### config.mk
export PLATFORM = sky130hd
export DESIGN_NAME = irq_prio_resolver
export DESIGN_NICKNAME = d
export VERILOG_FILES = /design/src/rtl/irq_pkg.sv /design/src/rtl/irq_capture.sv /design/src/rtl/irq_rank_enc.sv /design/src/rtl/irq_prio_resolver.sv
export SDC_FILE = /design/constraint.sdc
export NUM_CORES = 1
export LEC_CHECK = 0
export CAP_MARGIN = 20
export CORE_MARGIN = 1
export CORE_UTILIZATION = 49
export CTS_BUF_LIST = sky130_fd_sc_hd__clkbuf_8
export DETAILED_ROUTE_END_ITERATION = 7
export HOLD_SLACK_MARGIN = 0.15
export PLACE_DENSITY = 0.88
export SYNTH_ARGS = -nofsm -noshare
export SYNTH_HDL_FRONTEND = slang
export SYNTH_SLANG_ARGS = --single-unit
### constraint.sdc
create_clock -name clk -period 7.09 [get_ports clk]
set_input_delay 1.418 -clock clk [delete_from_list [all_inputs] [get_ports clk]]
set_output_delay 1.418 -clock clk [all_outputs]
set_load 0.01 [all_outputs]
### src/rtl/irq_pkg.sv
package irq_pkg;
  localparam int unsigned IRQ_LINES_DEF   = 8;
  localparam int unsigned CASCADE_IDX_DEF = 2;

  typedef enum logic {
    TRIG_EDGE  = 1'b0,
    TRIG_LEVEL = 1'b1
  } trig_mode_e;
endpackage

### src/rtl/irq_capture.sv
module irq_capture #(
  parameter int unsigned N = irq_pkg::IRQ_LINES_DEF
) (
  input  logic         clk,
  input  logic         rst,
  input  logic [N-1:0] line_in,
  input  logic [N-1:0] trig_sel,
  input  logic [N-1:0] set_in,
  input  logic [N-1:0] clr_in,
  output logic [N-1:0] pend_q
);
  logic [N-1:0] last_q;
  logic [N-1:0] pend_d;

  for (genvar i = 0; i < N; i++) begin : g_bit
    logic cap;
    // level lines follow the input; edge lines accumulate rising edges
    assign cap = (trig_sel[i] == irq_pkg::TRIG_LEVEL) ? line_in[i]
               : (pend_q[i] | (line_in[i] & ~last_q[i]));
    assign pend_d[i] = (cap | set_in[i]) & ~clr_in[i];
  end

  always_ff @(posedge clk) begin
    if (rst) begin
      pend_q <= '0;
      last_q <= '0;
    end else begin
      pend_q <= pend_d;
      last_q <= line_in;
    end
  end
endmodule

### src/rtl/irq_rank_enc.sv
module irq_rank_enc #(
  parameter int unsigned N  = irq_pkg::IRQ_LINES_DEF,
  parameter int unsigned LW = $clog2(N),
  parameter int unsigned RW = LW + 1
) (
  input  logic [N-1:0]  req,
  input  logic [LW-1:0] base,
  output logic [RW-1:0] rank
);
  logic [N-1:0] rot;

  // rotate so that the line at base lands on position 0
  for (genvar i = 0; i < N; i++) begin : g_rot
    logic [LW-1:0] src;
    assign src    = LW'(i) + base;
    assign rot[i] = req[src];
  end

  // lowest set position is the best rank; N means none
  always_comb begin
    rank = RW'(N);
    for (int k = N - 1; k >= 0; k--) begin
      if (rot[k]) rank = RW'(k);
    end
  end
endmodule

### src/rtl/irq_prio_resolver.sv
module irq_prio_resolver #(
  parameter int unsigned N_LINES      = irq_pkg::IRQ_LINES_DEF,
  parameter int unsigned CASCADE_LINE = irq_pkg::CASCADE_IDX_DEF,
  localparam int unsigned LW = $clog2(N_LINES),
  localparam int unsigned RW = LW + 1
) (
  input  logic               clk,
  input  logic               rst,
  input  logic [N_LINES-1:0] irq_in,
  input  logic [N_LINES-1:0] trig_level,
  input  logic [N_LINES-1:0] irq_mask,
  input  logic [N_LINES-1:0] in_service,
  input  logic [LW-1:0]      rot_base,
  input  logic               nested_mode,
  input  logic               is_master,
  input  logic [N_LINES-1:0] pend_set,
  input  logic [N_LINES-1:0] pend_clr,
  output logic [N_LINES-1:0] pend_q,
  output logic               req_valid,
  output logic [LW-1:0]      req_line
);
  localparam logic [N_LINES-1:0] CASC_BIT = N_LINES'(1) << CASCADE_LINE;

  logic [N_LINES-1:0] cand;
  logic [N_LINES-1:0] isr_eff;
  logic [RW-1:0]      cand_rank;
  logic [RW-1:0]      isr_rank;
  logic               raise;
  logic [LW-1:0]      win_line;

  irq_capture #(.N(N_LINES)) u_cap (
    .clk     (clk),
    .rst     (rst),
    .line_in (irq_in),
    .trig_sel(trig_level),
    .set_in  (pend_set),
    .clr_in  (pend_clr),
    .pend_q  (pend_q)
  );

  assign cand    = pend_q & ~irq_mask;
  assign isr_eff = (nested_mode && is_master) ? (in_service & ~CASC_BIT) : in_service;

  irq_rank_enc #(.N(N_LINES)) u_cand_rank (
    .req (cand),
    .base(rot_base),
    .rank(cand_rank)
  );

  irq_rank_enc #(.N(N_LINES)) u_isr_rank (
    .req (isr_eff),
    .base(rot_base),
    .rank(isr_rank)
  );

  assign raise    = cand_rank < isr_rank;
  assign win_line = cand_rank[LW-1:0] + rot_base;

  always_ff @(posedge clk) begin
    if (rst) begin
      req_valid <= 1'b0;
      req_line  <= '0;
    end else begin
      req_valid <= raise;
      req_line  <= raise ? win_line : '0;
    end
  end
endmodule

==> results_dict.tcl <==
set metrics [dict create \
    syn_area_per_cell_um2 9.828 \
    start_util_pct 51.90 \
    ys_types 44 \
    io_buffers 66 \
    final_util_pct 73.20 \
    vias 1606 \
    clock_skew_ns 0.001897 \
    worstHoldEndpoint "u_cap.pend_q[6]" \
    htreeDepth 1 \
    clk_latency_ns 0.26 \
    yosysMostFrequentCell "dfxtp_1" \
    hp-class "register to register" \
    wire_per_inst_um 13.81 \
    core_um2 3390 \
    vdd_drop_max_uv 93.95 \
    syn_inst 179 \
    leakagePower_nw 0.9521 \
    maxCapViolCount 0 \
    power_density_nw_per_um2 146.9 \
    tns_ns 0 \
    setup_viol 0 \
    antenna_found_initial 0 \
    syn_to_final_growth_pct 41.04 \
    rsz0062_at_grt "false" \
    grt_pass1_vias 1507 \
    die_y_um 61.92 \
    ctsResizeCount 0 \
    fp-row-count 21 \
    drt-initial-drc-count 46 \
    diodes 0 \
    hpwl_um 3276 \
    min_period_ns 4.956 \
    r2r_slack_ns 4.19 \
    clk_pin_slew_ns 0.07 \
    rr_startpoint "u_cap.pend_q[1]" \
    synth_flop_cell "dfxtp_1" \
    crit_chain "clkdlybuf4s50_1 -> inv_1 -> ha_1 -> mux4_2 -> mux2i_1 -> nor2b_1 -> nand3_1 -> or3_1 -> ha_1 -> a21oi_1 -> nand3_1 -> o31ai_4 -> and2_1" \
    syn_nets 241 \
    synth_edf_count 0 \
    path_class "input port to register" \
    totalWireLength_um 3992 \
    synth_top_area_share_pct 22.76 \
    max_freq_mhz 201.8 \
    arrival_ns 5.16 \
    avgViaCountPerCell 5.557 \
    clockRootBuffer "clkbuf_8" \
    clock_path_buffers 2 \
    mappedNetlistArea_um2 1759 \
    critPathSlowestCell "clkdlybuf4s50_1" \
    fin_crit_sh_pct 69.91 \
    tightest_slew_ns 0.6256 \
    critPathMaxStageDelay_ns 0.74 \
    grt_usage_pct 22.78 \
    yosysSeqAreaShare_pct 22.76 \
    cts_buffers 3 \
    worstHoldPathCells 3 \
    dr.pass1.iters 4 \
    grt_pass1_wl_um 6327 \
    hold_buffers 0 \
    layout.nets 307 \
    async_flop_share_pct 0 \
    status "complete, no violations" \
    gp_congestion 0.8290 \
    yosysTopAreaCell "dfxtp_1" \
    finalMaxSlewViolations 0 \
    cts.sinks 20 \
    holdCritStartpoint "u_cap.last_q[6]" \
    grt-ovfl-total 0 \
    cts_tree "built" \
    ant_nets 0 \
    crit_path_end_kind "register" \
    ys_seq_elements 20 \
    required_ns 7.29 \
    relSlewSlack_pct 58.16 \
    synthTopCellsByCount "dfxtp_1 (20), nor2b_1 (19), nand2_1 (16)" \
    ys_warn_count 0 \
    drive_above_1_share_pct 11.11 \
    r2r-end "req_line[2]" \
    yosys-top-cells-area "dfxtp_1 (23%), mux4_2 (19%), mux2i_1 (7.4%)" \
    grt_max_degree 18 \
    boundaryPins 67 \
    fp.dieW_um 61.92 \
    startpoint_type "input port" \
    worst_r2r_path_depth 11 \
    crit_fanout 12 \
    hold_viol_final 0 \
    die_area_um2 3834 \
    post-cts-setup-buffer-count 0 \
    drc 0 \
]
## through the flow
step	setup WS (ns)	hold slack [ns]	power, mW	instances	cell area [um2]
finish	2.134	0.5592	0.3646	289	2481
global route	1.917	0.5964	0.3921	289	2481
CTS	2.147	0.5687	0.3696	289	2481
detailed placement	1.885	0.5505	0.2952	286	2440
global placement	1.984	0.5386	0.2908	286	2440
floorplan	2.543	0.5230	0.2301	179	1759
## layer usage
metal | track usage, % | up-vias | wire length (um)
li1 | - | 804 | -
met1 | 26.17 | 751 | 1688
met2 | 42.09 | 46 | 2103
met3 | 4.969 | 5 | 164
met4 | 6.984 | 0 | 36
met5 | 0 | - | 0
## logic make-up (layout without fill, tap and decap cells)
| group | Yosys count | after routing | share of synthesized area [%] |
|---|---|---|---|
| and+or+nand+nor | 71 | 71 | 21.98 |
| buffers and inverters | 18 | 82 | 5.192 |
| DFF | 20 | 20 | 22.76 |
| xor gates and xnor gates | 4 | 4 | 2.419 |
| AOI/OAI and AO/OA | 29 | 29 | 13.51 |
| adders and majority gates | 7 | 7 | 5.405 |
| muxes | 30 | 30 | 28.73 |
## cells in the final DEF, fill, tap and decap left out, drive strengths merged, types with 6 or more instances in the layout
cell type and n:
a221oi 8, clkdlybuf4s50 66, dfxtp 20, ha 6
inv 11, mux2i 13, mux4 16, nand2 16
nand2b 8, nor2 8, nor2b 19, nor3 8
o21ai 6
## how the worst max path moves through the flow
stage / from / to / cells past startpoint
6_report: rot_base[1] / req_line[0] / 13
4_1_cts: rot_base[1] / req_line[0] / 13
5_1_grt: rot_base[1] / req_line[1] / 13
2_1_floorplan: rot_base[1] / req_line[1] / 14
3_3_place_gp: rot_base[1] / req_line[1] / 13
3_5_place_dp: rot_base[1] / req_line[0] / 13
## worst max-delay path: cells and delay by family
| kind | cells | cell delay (ns) |
|---|---|---|
| simple gates | 5 | 0.94 |
| fa+ha+maj | 2 | 0.84 |
| buf+inv | 2 | 1.00 |
| mux | 2 | 0.60 |
| compound gates | 2 | 0.37 |
## sequential cells by signal (all words and copies together) (netlist names)
signal        flops
req_line          3
req_valid         1
u_cap.last_q      8
u_cap.pend_q      8
## power by group
group	internal, mW	switching, mW
sequential	0.124	0.00445
combinational	0.0943	0.0700
clock	0.0378	0.0345
## area by class of cell
class                   count  area (um2)
multi-input cells         141        1267
fillers                   262       908.4
repair buffers             67       668.1
flip-flops and latches     20       400.4
well taps                  46       57.56
inverters                  12       46.29
clock buffers               3       41.29
Power figures use the tool's default switching activity.
